`config.mk`:
```
export PLATFORM = sky130hd
export DESIGN_NAME = t0_addr_codec
export DESIGN_NICKNAME = d
export VERILOG_FILES = /design/src/rtl/t0_codec_pkg.sv /design/src/rtl/t0_codec_ctrl.sv /design/src/rtl/t0_codec_datapath.sv /design/src/rtl/t0_addr_codec.sv
export SDC_FILE = /design/constraint.sdc
export NUM_CORES = 1
export LEC_CHECK = 0
export BUFFER_PORTS_ARGS = -buffer_cell sky130_fd_sc_hd__buf_2
export CORE_AREA = 10 10 115 128
export CTS_CLUSTER_DIAMETER = 100
export DETAILED_ROUTE_END_ITERATION = 10
export DIE_AREA = 0 0 125 138
export PLACE_DENSITY = 0.68
export SLEW_MARGIN = 10
export SYNTH_ARGS = -nofsm -noshare
export SYNTH_HDL_FRONTEND = slang
export SYNTH_HIERARCHICAL = 1
export SYNTH_SLANG_ARGS = --single-unit
```
`constraint.sdc`:
```
create_clock -name clk -period 9.4 [get_ports clk]
set_clock_uncertainty 0.15 [all_clocks]
set_input_delay 0.47 -clock clk [delete_from_list [all_inputs] [get_ports clk]]
set_output_delay 0.47 -clock clk [all_outputs]
set_load 0.05 [all_outputs]
```
`src/rtl/t0_codec_pkg.sv`:
```
package t0_codec_pkg;

  // Strobes passed from the control unit to the datapath each cycle
  typedef struct packed {
    logic encCapture;  // accept inAddr this cycle
    logic encUseInc;   // send it as an increment word
    logic decCapture;  // accept the received word
    logic decUseAdd;   // rebuild by adding the stride
  } ctrlStrobes_t;

endpackage

```
`src/rtl/t0_codec_ctrl.sv`:
```
module t0_codec_ctrl
  import t0_codec_pkg::*;
(
  input  logic         clk,
  input  logic         rst,
  input  logic         inValid,
  input  logic         seqHit,
  input  logic         rxValid,
  input  logic         rxInc,
  output ctrlStrobes_t strobes
);

  // Set once a reference address has been shared with the receiver
  logic haveRef;

  always_ff @(posedge clk) begin
    if (rst) begin
      haveRef <= 1'b0;
    end else if (inValid) begin
      haveRef <= 1'b1;
    end
  end

  always_comb begin
    strobes            = '0;
    strobes.encCapture = inValid;
    strobes.encUseInc  = inValid && haveRef && seqHit;
    strobes.decCapture = rxValid;
    strobes.decUseAdd  = rxValid && rxInc;
  end

endmodule

```
`src/rtl/t0_codec_datapath.sv`:
```
module t0_codec_datapath
  import t0_codec_pkg::*;
#(
  parameter int ADDR_W = 32,
  parameter int STRIDE = 4
) (
  input  logic              clk,
  input  logic              rst,
  input  ctrlStrobes_t      strobes,
  input  logic [ADDR_W-1:0] inAddr,
  output logic              seqHit,
  output logic              busValid,
  output logic              busInc,
  output logic [ADDR_W-1:0] busAddr,
  input  logic [ADDR_W-1:0] rxAddr,
  output logic              outValid,
  output logic [ADDR_W-1:0] outAddr
);

  localparam logic [ADDR_W-1:0] STEP = ADDR_W'(STRIDE);

  // Last logical address accepted; differs from busAddr during runs
  logic [ADDR_W-1:0] lastAddr;
  logic [ADDR_W-1:0] nextSeq;
  logic [ADDR_W-1:0] recNext;

  assign nextSeq = lastAddr + STEP;
  assign seqHit  = (inAddr == nextSeq);
  assign recNext = outAddr + STEP;

  // Transmit side
  always_ff @(posedge clk) begin
    if (rst) begin
      lastAddr <= '0;
      busAddr  <= '0;
      busInc   <= 1'b0;
      busValid <= 1'b0;
    end else begin
      busValid <= strobes.encCapture;
      if (strobes.encCapture) begin
        lastAddr <= inAddr;
        busInc   <= strobes.encUseInc;
        if (!strobes.encUseInc) begin
          busAddr <= inAddr;
        end
      end
    end
  end

  // Receive side
  always_ff @(posedge clk) begin
    if (rst) begin
      outAddr  <= '0;
      outValid <= 1'b0;
    end else begin
      outValid <= strobes.decCapture;
      if (strobes.decCapture) begin
        outAddr <= strobes.decUseAdd ? recNext : rxAddr;
      end
    end
  end

endmodule

```
`src/rtl/t0_addr_codec.sv`:
```
module t0_addr_codec
  import t0_codec_pkg::*;
#(
  parameter int ADDR_W = 32,
  parameter int STRIDE = 4
) (
  input  logic              clk,
  input  logic              rst,
  input  logic              inValid,
  input  logic [ADDR_W-1:0] inAddr,
  output logic              busValid,
  output logic              busInc,
  output logic [ADDR_W-1:0] busAddr,
  input  logic              rxValid,
  input  logic              rxInc,
  input  logic [ADDR_W-1:0] rxAddr,
  output logic              outValid,
  output logic [ADDR_W-1:0] outAddr
);

  ctrlStrobes_t strobes;
  logic         seqHit;

  t0_codec_ctrl ctrlUnit (
    .clk     (clk),
    .rst     (rst),
    .inValid (inValid),
    .seqHit  (seqHit),
    .rxValid (rxValid),
    .rxInc   (rxInc),
    .strobes (strobes)
  );

  t0_codec_datapath #(
    .ADDR_W (ADDR_W),
    .STRIDE (STRIDE)
  ) dataUnit (
    .clk      (clk),
    .rst      (rst),
    .strobes  (strobes),
    .inAddr   (inAddr),
    .seqHit   (seqHit),
    .busValid (busValid),
    .busInc   (busInc),
    .busAddr  (busAddr),
    .rxAddr   (rxAddr),
    .outValid (outValid),
    .outAddr  (outAddr)
  );

endmodule

```
==> results.yml <==
critical_path:
  cp_slowest_cell: "nor4_1"
  slowest_delay_ps: 490
  critPathMostFrequentCell: "nor4_1"
  r2r-start: "dataUnit/lastAddr[2]$_SDFFE_PP0P_"
  crit_start: "dataUnit/lastAddr[2]$_SDFFE_PP0P_"
  path_cells: "ha_1 > nand4_1 > nor4_1 > nand3_1 > o32a_1 > nor4_1 > and4bb_1 > and3_1 > nand2b_1 > buf_4 > nand2_1 > a21oi_1"
  worst_setup_path_end_kind: "flip-flop"
  crit_type: "flip-flop to flip-flop"
  crit_fanout: 31
  critPathLaunchType: "flip-flop"
  required_ps: 9510
  crit_arrival_ps: 3700
finish:
  final_cells: 946
  area_delta_synth_final_pct: 19.14
  nNetsFinal: 856
  antenna_cells: 0
  design_area_um2: 6355
  drive_gt1_frac: 0.2117
  num-fill-cells: 1200
cts:
  cts_setup_buffers: 0
  clk_pin_slew_ps: 70
  cts_root_buffer: "clkbuf_16"
  numCtsBuffers: 9
  postCtsHoldBufs: 0
  cts_sinks: 100
  h-tree-depth: 3
  clockBufferDepth: 2
  cts_resized: 0
  cts_tree: "yes"
  clk_latency_ps: 340
synth:
  seq_area_frac_synth: 0.3753
  yosys.area.top_type: "dfxtp_1"
  yosys-top-cells-area: "dfxtp_1 (38%), nand2_1 (8.6%), mux2i_1 (7.5%), a21oi_1 (5.3%), nor2_1 (4.2%)"
  synth_fp_nets: 752
  async_reset_ff_frac: 0
  synth_flop_cell: "dfxtp_1"
  synth_cell_types: 60
  synth_top_area_frac: 0.3753
  syn_area_um2: 5334
  synth.most_common_cell: "nand2_1"
  syn_area_per_cell_um2: 7.832
  syn_inst: 681
  synth_common_cells: "nand2_1 (122), dfxtp_1 (100), nor2_1 (59)"
  ys_seq_elements: 100
  yosysWarnings: 6
  synth-edff-count: 0
die:
  start_util: 0.4348
  core_um2: 12270
  die_w_um: 125
  dieArea_um2: 17250
  num_rows: 43
  dieHeight_um: 138
  io_pins: 136
detailed_routing:
  via_count: 5156
  drc: 0
  ant_nets: 0
  drtPass1Iterations: 5
  via_per_inst: 5.450
  avgRoutedWirePerCell_um: 15.69
  wl_um: 14840
  drt_iter0_drc: 352
outcome:
  status: "complete, no violations"
placed_design:
  port_buffers: 135
  routabilityCongestion: 0.8437
  dpl.cell_count: 931
  placed_cell_area_um2: 6048
  dpl.hpwl_um: 10710
  post-place-ws_ps: 5847
global_route:
  grt_max_degree: 101
  grt_pass1_wl_um: 24520
  antenna_found_initial: 0
  overflow: 0
  track_usage: 0.1649
  grt_pass1_vias: 4976
sta:
  finalCritPeriodShare: 0.3816
  period_needed_ps: 3587
  finalHoldViolCount: 0
  rsz0062_at_grt: "no"
  setup_viol: 0
  worst_slew_pin_slew_ps: 1059
  finalWorstSetupSlack_ps: 5813
  fin_setup_tns_ps: 0
  max_freq_ghz: 0.2788
  slew_headroom: 0.2939
  slew_violations: 0
min_path:
  hp-start: "rxAddr[0]"
  min_path_type: "input port to flip-flop"
power_and_ir_drop:
  power_density_nw_per_um2: 168.4
  leakage_nw: 2.684
  ir_worst_vdd_mv: 0.1008
job:
  drv_cap: 0
## where the power goes
part / leakage, nW / internal (mW) / switching [mW]
clock network: 0.148 / 0.231 / 0.160
registers: 0.826 / 0.449 / 0.0272
logic: 1.71 / 0.0657 / 0.137
## worst paths after layout
kind / endpoint / slack, ps / depth (start not counted)
worst max-delay path: dataUnit/busAddr[24]$_SDFFE_PP0P_ / 5810 / 12
worst max register to register: dataUnit/busAddr[24]$_SDFFE_PP0P_ / 5810 / 12
worst min-delay path: dataUnit/outAddr[0]$_SDFFE_PP0P_ / 210 / 3
worst min register to register: dataUnit/busAddr[10]$_SDFFE_PP0P_ / 300 / 2
## cells in the final DEF, fill, tap and decap left out, drive strengths merged, types with 6 or more instances in the layout
master / instances
and3: 10
nor4: 11
a211oi: 19
o31ai: 7
nor3: 8
nand2: 123
a22oi: 10
buf: 139
o22ai: 6
nor2: 60
inv: 14
clkbuf: 10
dfxtp: 100
xor2: 15
o21ai: 30
nand3: 24
nand4: 15
nor2b: 8
a21oi: 57
xnor2: 20
mux2i: 40
## metrics by stage
stage               power (mW)  utilization  hold slack [ps]
floorplan               0.6298            -            291.0
global placement        0.6839       0.4931            287.5
detailed placement      0.6890       0.4931            294.8
CTS                      1.080       0.5181            201.8
global route             1.120       0.5181            213.0
finish                   1.070       0.5181            212.6
## flip-flops by register name (all words and copies together) (netlist names)
register,flops
ctrlUnit/haveRef,1
dataUnit/busAddr,32
dataUnit/busInc,1
dataUnit/busValid,1
dataUnit/lastAddr,32
dataUnit/outAddr,32
dataUnit/outValid,1
## routing by layer
| layer | share of wire | vias to the layer above | track usage | routed length, µm |
|---|---|---|---|---|
| li1 | - | 2601 | - | - |
| met1 | 0.43 | 2377 | 0.1947 | 6425 |
| met2 | 0.49 | 156 | 0.2794 | 7256 |
| met3 | 0.065 | 22 | 0.04818 | 958 |
| met4 | 0.014 | 0 | 0.05400 | 203 |
| met5 | 0 | - | 0 | 0 |
## area by class of cell
class                      instances  area, µm²  share of cell area
inverter                          14      52.55            0.008269
tap                              157      196.4             0.03091
clock buffer                      10      229.0             0.03603
timing repair buffer             139      708.2              0.1114
sequential                       100       2002              0.3150
multi-input combinational        521       3089              0.4861
clock inverter                     5      77.57             0.01221
## worst max-delay path, delay by kind of cell (launching register included)
family / cells / cell delay, ps
fa+ha+maj: 1 / 240
simple gates: 8 / 1800
compound gates: 2 / 530
buf+inv: 1 / 360
flops: 1 / 420
## logic make-up after synthesis
family                   synth area share
adder cells (fa/ha/maj)          0.006567
XOR/XNOR                          0.05747
multiplexers                      0.07506
AO/OA/AOI/OAI                      0.1818
buffers and inverters             0.04598
AND/OR/NAND/NOR                    0.2578
flip-flops                         0.3753
No activity file was read; power rests on OpenSTA's default activity.
